$ cat src/rtl/sample_cond_pkg.sv
package sample_cond_pkg;

   typedef enum logic [1:0] {
      POL_HOLD     = 2'b00,
      POL_ZERO     = 2'b01,
      POL_PASS     = 2'b10,
      POL_RESERVED = 2'b11
   } conceal_pol_e;

   function automatic logic uses_hold(input conceal_pol_e p);
      return (p == POL_HOLD) || (p == POL_RESERVED);
   endfunction

endpackage

$ cat src/rtl/sample_trunc.sv
module sample_trunc #(
   parameter int SAMPLE_W = 24,
   parameter int CODE_W   = 4,
   parameter int MIN_LEN  = 8
) (
   input  logic [SAMPLE_W-1:0] din,
   input  logic [CODE_W-1:0]   code,
   input  logic                active,
   output logic [SAMPLE_W-1:0] dout
);
   localparam int DROP_W   = $clog2(SAMPLE_W + 1);
   localparam int MAX_DROP = SAMPLE_W - MIN_LEN;

   if (MIN_LEN < 1 || MIN_LEN > SAMPLE_W) begin : g_bad_min
      $error("sample_trunc: MIN_LEN out of range");
   end
   if (CODE_W >= DROP_W + 2) begin : g_bad_code
      $error("sample_trunc: CODE_W too wide for SAMPLE_W");
   end

   logic [DROP_W-1:0]   drop_raw;
   logic [DROP_W-1:0]   drop_lim;
   logic [SAMPLE_W-1:0] keep;

   always_comb begin
      drop_raw = DROP_W'(code);
      if (int'(code) > MAX_DROP) drop_lim = DROP_W'(MAX_DROP);
      else                       drop_lim = drop_raw;
   end

   for (genvar i = 0; i < SAMPLE_W; i++) begin : g_mask
      assign keep[i] = !active || (DROP_W'(i) >= drop_lim);
   end

   assign dout = din & keep;

   // the most significant kept bits always survive
   always_comb begin
      assert (dout[SAMPLE_W-1] == din[SAMPLE_W-1]);
   end
endmodule

$ cat src/rtl/sample_conceal.sv
module sample_conceal
   import sample_cond_pkg::*;
#(
   parameter int SAMPLE_W = 24
) (
   input  logic                clk,
   input  logic                rst_n,
   input  logic                valid,
   input  logic                err,
   input  conceal_pol_e        policy,
   input  logic [SAMPLE_W-1:0] din,
   output logic [SAMPLE_W-1:0] dout
);
   logic [SAMPLE_W-1:0] held_q;
   logic                good;

   assign good = valid && !err;

   always_ff @(posedge clk or negedge rst_n) begin
      if (!rst_n)    held_q <= '0;
      else if (good) held_q <= din;
   end

   always_comb begin
      if (!err)                  dout = din;
      else if (uses_hold(policy)) dout = held_q;
      else if (policy == POL_ZERO) dout = '0;
      else                        dout = din;
   end

   assert_held_stable_R9: assert property (@(posedge clk) disable iff (!rst_n)
      !(valid && !err) |=> $stable(held_q));
   assert_held_load_R9: assert property (@(posedge clk) disable iff (!rst_n)
      (valid && !err) |=> held_q == $past(din));
endmodule

$ cat src/rtl/sample_conditioner.sv
module sample_conditioner
   import sample_cond_pkg::*;
#(
   parameter int SAMPLE_W = 24,
   parameter int CODE_W   = 4,
   parameter int MIN_LEN  = 8
) (
   input  logic                clk,
   input  logic                rst_n,
   input  logic                in_valid,
   input  logic [SAMPLE_W-1:0] in_sample,
   input  logic                rx_err,
   input  logic [CODE_W-1:0]   aux_len,
   input  logic                trunc_en,
   input  logic                deemph_on,
   input  logic [1:0]          err_policy,
   input  logic                mute,
   output logic                out_valid,
   output logic [SAMPLE_W-1:0] out_sample
);
   logic [SAMPLE_W-1:0] trunc_s;
   logic [SAMPLE_W-1:0] conc_s;
   logic [SAMPLE_W-1:0] final_s;

   sample_trunc #(.SAMPLE_W(SAMPLE_W), .CODE_W(CODE_W), .MIN_LEN(MIN_LEN)) u_trunc (
      .din    (in_sample),
      .code   (aux_len),
      .active (trunc_en && deemph_on),
      .dout   (trunc_s)
   );

   sample_conceal #(.SAMPLE_W(SAMPLE_W)) u_conceal (
      .clk    (clk),
      .rst_n  (rst_n),
      .valid  (in_valid),
      .err    (rx_err),
      .policy (conceal_pol_e'(err_policy)),
      .din    (trunc_s),
      .dout   (conc_s)
   );

   assign final_s = mute ? '0 : conc_s;

   always_ff @(posedge clk or negedge rst_n) begin
      if (!rst_n) begin
         out_valid  <= 1'b0;
         out_sample <= '0;
      end else begin
         out_valid <= in_valid;
         if (in_valid) out_sample <= final_s;
      end
   end

   assert_valid_follow_R2: assert property (@(posedge clk) disable iff (!rst_n)
      in_valid |=> out_valid);
   assert_valid_idle_R2: assert property (@(posedge clk) disable iff (!rst_n)
      !in_valid |=> !out_valid && $stable(out_sample));
   assert_mute_zero_R10: assert property (@(posedge clk) disable iff (!rst_n)
      (in_valid && mute) |=> out_sample == '0);
   assert_zero_policy_R6: assert property (@(posedge clk) disable iff (!rst_n)
      (in_valid && rx_err && err_policy == 2'b01) |=> out_sample == '0);
   assert_full_width_R3: assert property (@(posedge clk) disable iff (!rst_n)
      (in_valid && !rx_err && !mute && !(trunc_en && deemph_on)) |=> out_sample == $past(in_sample));
   assert_lsb_cleared_R4: assert property (@(posedge clk) disable iff (!rst_n)
      (in_valid && trunc_en && deemph_on && aux_len != '0 && !rx_err) |=> out_sample[0] == 1'b0);
endmodule

$ cat config.mk
export PLATFORM = sky130hd
export DESIGN_NAME = sample_conditioner
export DESIGN_NICKNAME = d
export VERILOG_FILES = /design/src/rtl/sample_cond_pkg.sv /design/src/rtl/sample_trunc.sv /design/src/rtl/sample_conceal.sv /design/src/rtl/sample_conditioner.sv
export SDC_FILE = /design/constraint.sdc
export NUM_CORES = 1
export LEC_CHECK = 0
export BUFFER_PORTS_ARGS = -buffer_cell sky130_fd_sc_hd__clkbuf_2
export CAP_MARGIN = 10
export CORE_UTILIZATION = 50
export CTS_BUF_LIST = sky130_fd_sc_hd__clkbuf_8
export DETAILED_ROUTE_END_ITERATION = 8
export GPL_TIMING_DRIVEN = 0
export PLACE_DENSITY_LB_ADDON = 0.12
export SETUP_SLACK_MARGIN = 0.3
export SYNTH_ARGS = -nofsm -noshare
export SYNTH_HDL_FRONTEND = slang
export SYNTH_HIERARCHICAL = 1
export SYNTH_SLANG_ARGS = --single-unit
$ cat constraint.sdc
create_clock -name clk -period 0.92 [get_ports clk]
set_clock_uncertainty 0.05 [all_clocks]
set_input_delay 0.092 -clock clk [delete_from_list [all_inputs] [get_ports clk]]
set_output_delay 0.092 -clock clk [all_outputs]
set_load 0.03 [all_outputs]
### After elaboration in Yosys (flattened, before gate mapping)

Index checks and enable logic that the tools add are counted.

| storage, ports and cells | value |
|---|---|
| flip-flop bits (word level) | 49 |

| cells by class | value |
|---|---|
| magnitude comparators | 24 |
| equality and inequality tests | 2 |
| muxes and demuxes | 4 |
| bitwise logic cells | 1 |
| reductions and logical operators | 30 |

Operators with widths:

| kind | number |
|---|---|
| $mux 24 | 4 |
| $ge 5x4->1 const A | 8 |
| $ge 4x4->1 const A | 8 |
| $logic_or 1x1->1 | 25 |
| $and 24x24->24 | 1 |
| $ge 3x4->1 const A | 4 |
| $ge 1x4->1 const A | 2 |
| $ge 2x4->1 const A | 2 |
| $eq 2x1->1 const B | 1 |
| $eq 2x2->1 const B | 1 |
| $logic_and 1x1->1 | 2 |
| $logic_not 1->1 | 2 |
| $logic_not 2->1 | 1 |

### Longest topological paths before layout

| logic depth | value |
|---|---|
| depth after elaboration | 8 |
| depth in mapped cells | 8 |
| depth with buffers taken out | 6 |

### Hierarchy

The synthesis kept the hierarchy.

Modules (own cells, without submodules):

| module | times used | cells an instance | area each (um2) | seq. area each (um2) |
|---|---|---|---|---|
| sample_conceal | 1 | 85 | 1325.0 | 600.6 |
| sample_conditioner | 1 | 105 | 1081.0 | 625.6 |
| sample_trunc | 1 | 40 | 272.8 | 0.0 |

### Least setup slack after synthesis

OpenSTA, ideal clock, no wires.

| path | value |
|---|---|
| kind | input port to flip-flop |
| start | in err_policy[1] |
| end | reg out_sample[11] |
| arrival | 1.175 ns |
| data required time | 0.736 ns |
| setup slack | -0.440 ns |
| stages on the path | 8 |
| buffers on the path | 2 |
| path through | inv_1 > ha_1 > and2_1 > clkbuf_2 > clkbuf_8 > a22o_2 > nand3b_1 > o21ai_0 |

| between the ends | value |
|---|---|
| longest elaborated chain between the ends | 5 |
| elaborated cells on any way between the ends | 8 |

Ends and longest elaborated chain:

| what | RTL line | RTL |
|---|---|---|
| start: declaration | sample_conditioner.sv:16 | `input logic [1:0] err_policy,` |
| $eq 2x1->1 (tied with other cells) | sample_conceal.sv:27 | `else if (policy == POL_ZERO) dout = '0;` |
| $mux 24 or $logic_or 1x1->1 (tied branches) | sample_conceal.sv:27, sample_cond_pkg.sv:11 |  |
| $mux 24 * | sample_conceal.sv:26 | `else if (uses_hold(policy)) dout = held_q;` |
| $mux 24 * | sample_conceal.sv:25 | `if (!err) dout = din;` |
| net conc_s[11] | sample_conditioner.sv:22 | `logic [SAMPLE_W-1:0] conc_s;` |
| $mux 24 * | sample_conditioner.sv:42 | `assign final_s = mute ? '0 : conc_s;` |
| end signal: assignment | sample_conditioner.sv:50 | `if (in_valid) out_sample <= final_s;` |
| end: declaration | sample_conditioner.sv:19 | `output logic [SAMPLE_W-1:0] out_sample` |

Mark *: on every way through the listed nets, which the timed path passes. The rest lies on a longest branch.
A chain may end at the register's enable or synchronous reset.

### Worst setup path in the final report

| path | value |
|---|---|
| start | in err_policy[0] |
| end | reg out_sample[3] |

Same word-level chain as after synthesis.

==> results.md <==
Worst setup path:
- The critical path goes through buf_6, ha_4, and2_4, clkbuf_16, clkbuf_16, a22o_4, nand3b_1, o21ai_1.
- The largest individual stage delay along the critical path comes from the cell ha_4.
- The worst setup path is launched from an input pin.
- Across all register-to-register paths, the minimum setup slack is -90 ps.
- The arrival time of data at the critical path endpoint is 1280 ps.
- The endpoint identified for the worst register-to-register timing path is out_sample[14].
- The worst setup path is of the in2reg kind.
- In this run the critical register-to-register path is launched from u_conceal/held_q[14].
- At the worst endpoint, the required time is 1030 ps.
- The largest stage delay on the critical path is about 240 ps.
- The maximum net fanout on the critical path is 7.
- Counting stages on the worst path, the most repeated cell is clkbuf_16.
- The kind of end point of the critical path is a register.
- For the worst flop-to-flop path, the logic depth is 3.

Die:
- The starting density of the core is between 50 and 60%.
- The floorplan die area is 5654 um2.
- The core region is 5140 um2.
- In this run the core area contains 26 standard-cell rows.
- From bottom edge to top edge, the die measures 75.20 um.
- 62 I/O pins were placed.
- The overall die width is 75.20 um.

Final layout:
- The leading cell type in the layout, fill and taps excluded is dfrtp_1.
- Leaving out fill and tap cells, the most frequent cells in the layout are dfrtp_1 (33), buf_8 (30), inv_1 (26).
- The core occupancy in the finished layout is between 70% and 80%.
- The final antenna diode count is 0.
- Of the cells placed in the final design, the portion with a size suffix greater than 1 is 57.10%.
- The non-filler instance count after layout is 373.
- The area added between synthesis and finish is 45.91%.
- At the end of the flow, the number of nets in the layout was 340.

Detailed routing:
- The total met3 wirelength after detailed routing is 278 um.
- In this run the remaining antenna-violating nets after routing total 0.
- The first detailed-routing pass took 4 iterations.
- For this run, design rule violations remaining after detail routing come to 0.
- The per-cell via count in the routed design is 5.381.
- The wire length per cell after detailed routing is 17.12 um.
- The routed wire length on met2 is around 3.2 mm.
- The via count is between 2k and 2.5k.
- The detailed router put a total of 2.814 mm of wire on met1.
- The routed design has 6.386 mm of wire.
- After the first detailed-routing iteration, the DRC count stood at 96.
- The uppermost signal routing layer after detailed routing is met4.

Synthesis:
- The register bit total from synthesis is 49.
- Synthesis produced a netlist with a net count of 268.
- The area of the mapped netlist is around 2700 um2.
- After synthesis, flip-flops and latches occupy 45.77% of the total area.
- The Yosys step of the flow raised 6 warnings.
- The synthesized area divided by synthesized cell count is 11.65 um2.
- Synthesis handed over a netlist of 230 instances.
- Of all flip-flops after synthesis, the portion carrying an async set or reset was 100.0%.
- The number of flops mapped to enable cells by yosys is 0.
- The most common flop cell mapped by yosys is dfrtp_1.
- The number of distinct standard cells referenced by the synthesized netlist is 33.

Timing:
- The tightest slew margin relative to the limit is 64.44%.
- For this run, the top clock speed supported by timing is ~850 MHz.
- The actual transition at the worst max-transition pin is 533.4 ps.
- Adding up every negative setup slack in the final design gives -6671 ps.
- The hold violation count in the final report is 29.
- Setup repair after global routing could not meet its margin everywhere.
- The worst path in the final design needs a cycle of ~1200 ps, including I/O delays and setup.
- The max-slew violation total from the final report is 0.
- The worst hold margin is -295.3 ps.
- The number of setup violations in the final report is 49.
- The final critical path takes up 127.4% of the cycle.
- Once routing completed, OpenROAD measured the worst setup slack at -252.5 ps.

Place:
- After detailed placement, the design holds a cell count of 351.
- The congestion estimate from routability-driven global placement came to a little over 0.7.
- The estimated wirelength of the detail-placed design is 3.893 mm.
- The number of buffers added on ports is 50.

Global routing:
- The initial antenna violation count was 0.
- The leftover overflow at the end of global routing is 0.
- Global routing consumed, over all layers together, 23.64% of the routing resources.
- The number of global-route vias before repair is 1965.
- The largest net degree at the start of global routing is 31.
- The first-pass GRT wire length is 9.777 mm.

Clock network:
- The clock transition time at the flip-flop clock pins of the worst setup and hold paths is 90 ps.
- In this run the clock root is driven by a clkbuf_8.
- The longest clock path from root to sink contains 2 buffers.
- The number of H-tree branching levels is 2.
- The count of clock tree sinks is slightly below 50.
- The number of CTS-inserted buffers is 5.
- TritonCTS built the clock tree.
- Clock latency on the worst-skew pair, taken at its later pin, is about 300 ps.

Power and ir drop:
- In this run the power density over the cells is ~1600 nW/um2.
- Total power for the finished layout comes to 6.108 mW.
- The highest ir drop seen on vdd is between 1 and 1.5 mV.
- The clock network is responsible for 26.0% of the overall power.
- The analysis attributes to cell leakage a power of 1.851 nW.
- Internal power comes to 4.400 mW.
- Net switching is 27.96% of the power.
- The analysis attributes to net switching a power of between 1.5 and 2 mW.
- Of the total power, combinational logic draws 30.6%.
- Of the total power, registers draw 43.4%.

Min path:
- The min-delay analysis places its worst path in the category in2async.

Status:
- The flow ran to the end, but the final reports show violations.
- The checks that failed: hold timing, setup timing.

Flow run:
- The max-cap violation count is 0.
[area by class of cell]
type | count | area [um2]
inverter | 26 | 102.6
timing repair buffer | 65 | 729.5
buffer | 26 | 290.3
fill | 358 | 1231
tap | 70 | 87.58
sequential | 49 | 1246
multi-input combinational | 129 | 1336
clock inverter | 2 | 33.78
clock buffer | 6 | 82.58
[critical path, delay by kind of cell]
family / cells / cell delay (ps)
simple gates: 2 / 220
fa+ha+maj: 1 / 240
compound gates: 2 / 310
buf+inv: 3 / 420
[registers in the layout, indices dropped and copies added (netlist names)]
name              count
out_sample           24
out_valid             1
u_conceal/held_q     24
[timing repair]
action                     4_1_cts  5_1_grt
pin swaps                       16        5
cloned                           4        0
setup endpoints to repair       73       73
hold endpoints to repair        29       29
resized for setup               85       37
buffers inserted                 8        2
[worst max-delay path by stage]
stage                              from        endpoint  slack, ps  cells after the start
after CTS                 err_policy[1]   out_sample[4]       -230                      9
after detailed placement  err_policy[1]   out_sample[4]       -640                      8
after global routing      err_policy[0]   out_sample[3]       -270                      8
after floorplan           err_policy[0]  out_sample[11]       -350                      7
after global placement    err_policy[1]   out_sample[4]       -650                      8
final                     err_policy[0]   out_sample[3]       -250                      8
[logic make-up after synthesis]
logic type / count (synthesis) / share of synthesized area, %
buffers and inverters: 52 / 12.66
DFF: 49 / 45.77
and+or+nand+nor: 39 / 9.948
muxes: 24 / 12.89
adders and majority gates: 1 / 0.4670
AOI/OAI and AO/OA: 65 / 18.26
[cell usage after synthesis (3+ instances only)]
master,n,share of area (%)
dfrtp_1,49,46
inv_1,26,3.6
nand3b_1,24,6.7
a22o_2,23,8.6
mux2_4,20,11
o21ai_0,20,3.7
buf_4,11,3.1
and2_1,7,1.6
o21a_1,6,1.7
o21ai_1,6,1.1
mux2_2,4,1.7
buf_2,3,0.56
buf_6,3,1.3
nand2_1,3,0.42
[power groups by stage]
stage          clock [mW]  combinational, mW  sequential [mW]
3_3_place_gp            0               1.36             2.60
2_1_floorplan           0              0.817             2.80
4_1_cts              1.62               1.77             2.61
5_1_grt              1.69               1.98             2.68
3_5_place_dp            0               1.39             2.61
6_report             1.59               1.87             2.65
[per-layer routing]
| metal | track usage [%] | vias to the layer above |
|---|---|---|
| met5 | 0 | - |
| met4 | 7.613 | 0 |
| met3 | 4.819 | 8 |
| met2 | 38.44 | 53 |
| met1 | 31.88 | 1011 |
| li1 | - | 935 |
[stage by stage]
step	instance area, um2	worst slack [ps]
finish	3909	-252.5
global route	3909	-268.2
CTS	3819	-225.1
detailed placement	3153	-637.5
global placement	3133	-651.1
floorplan	2795	-350.6
Note: power is estimated with default switching activity, not from simulation.
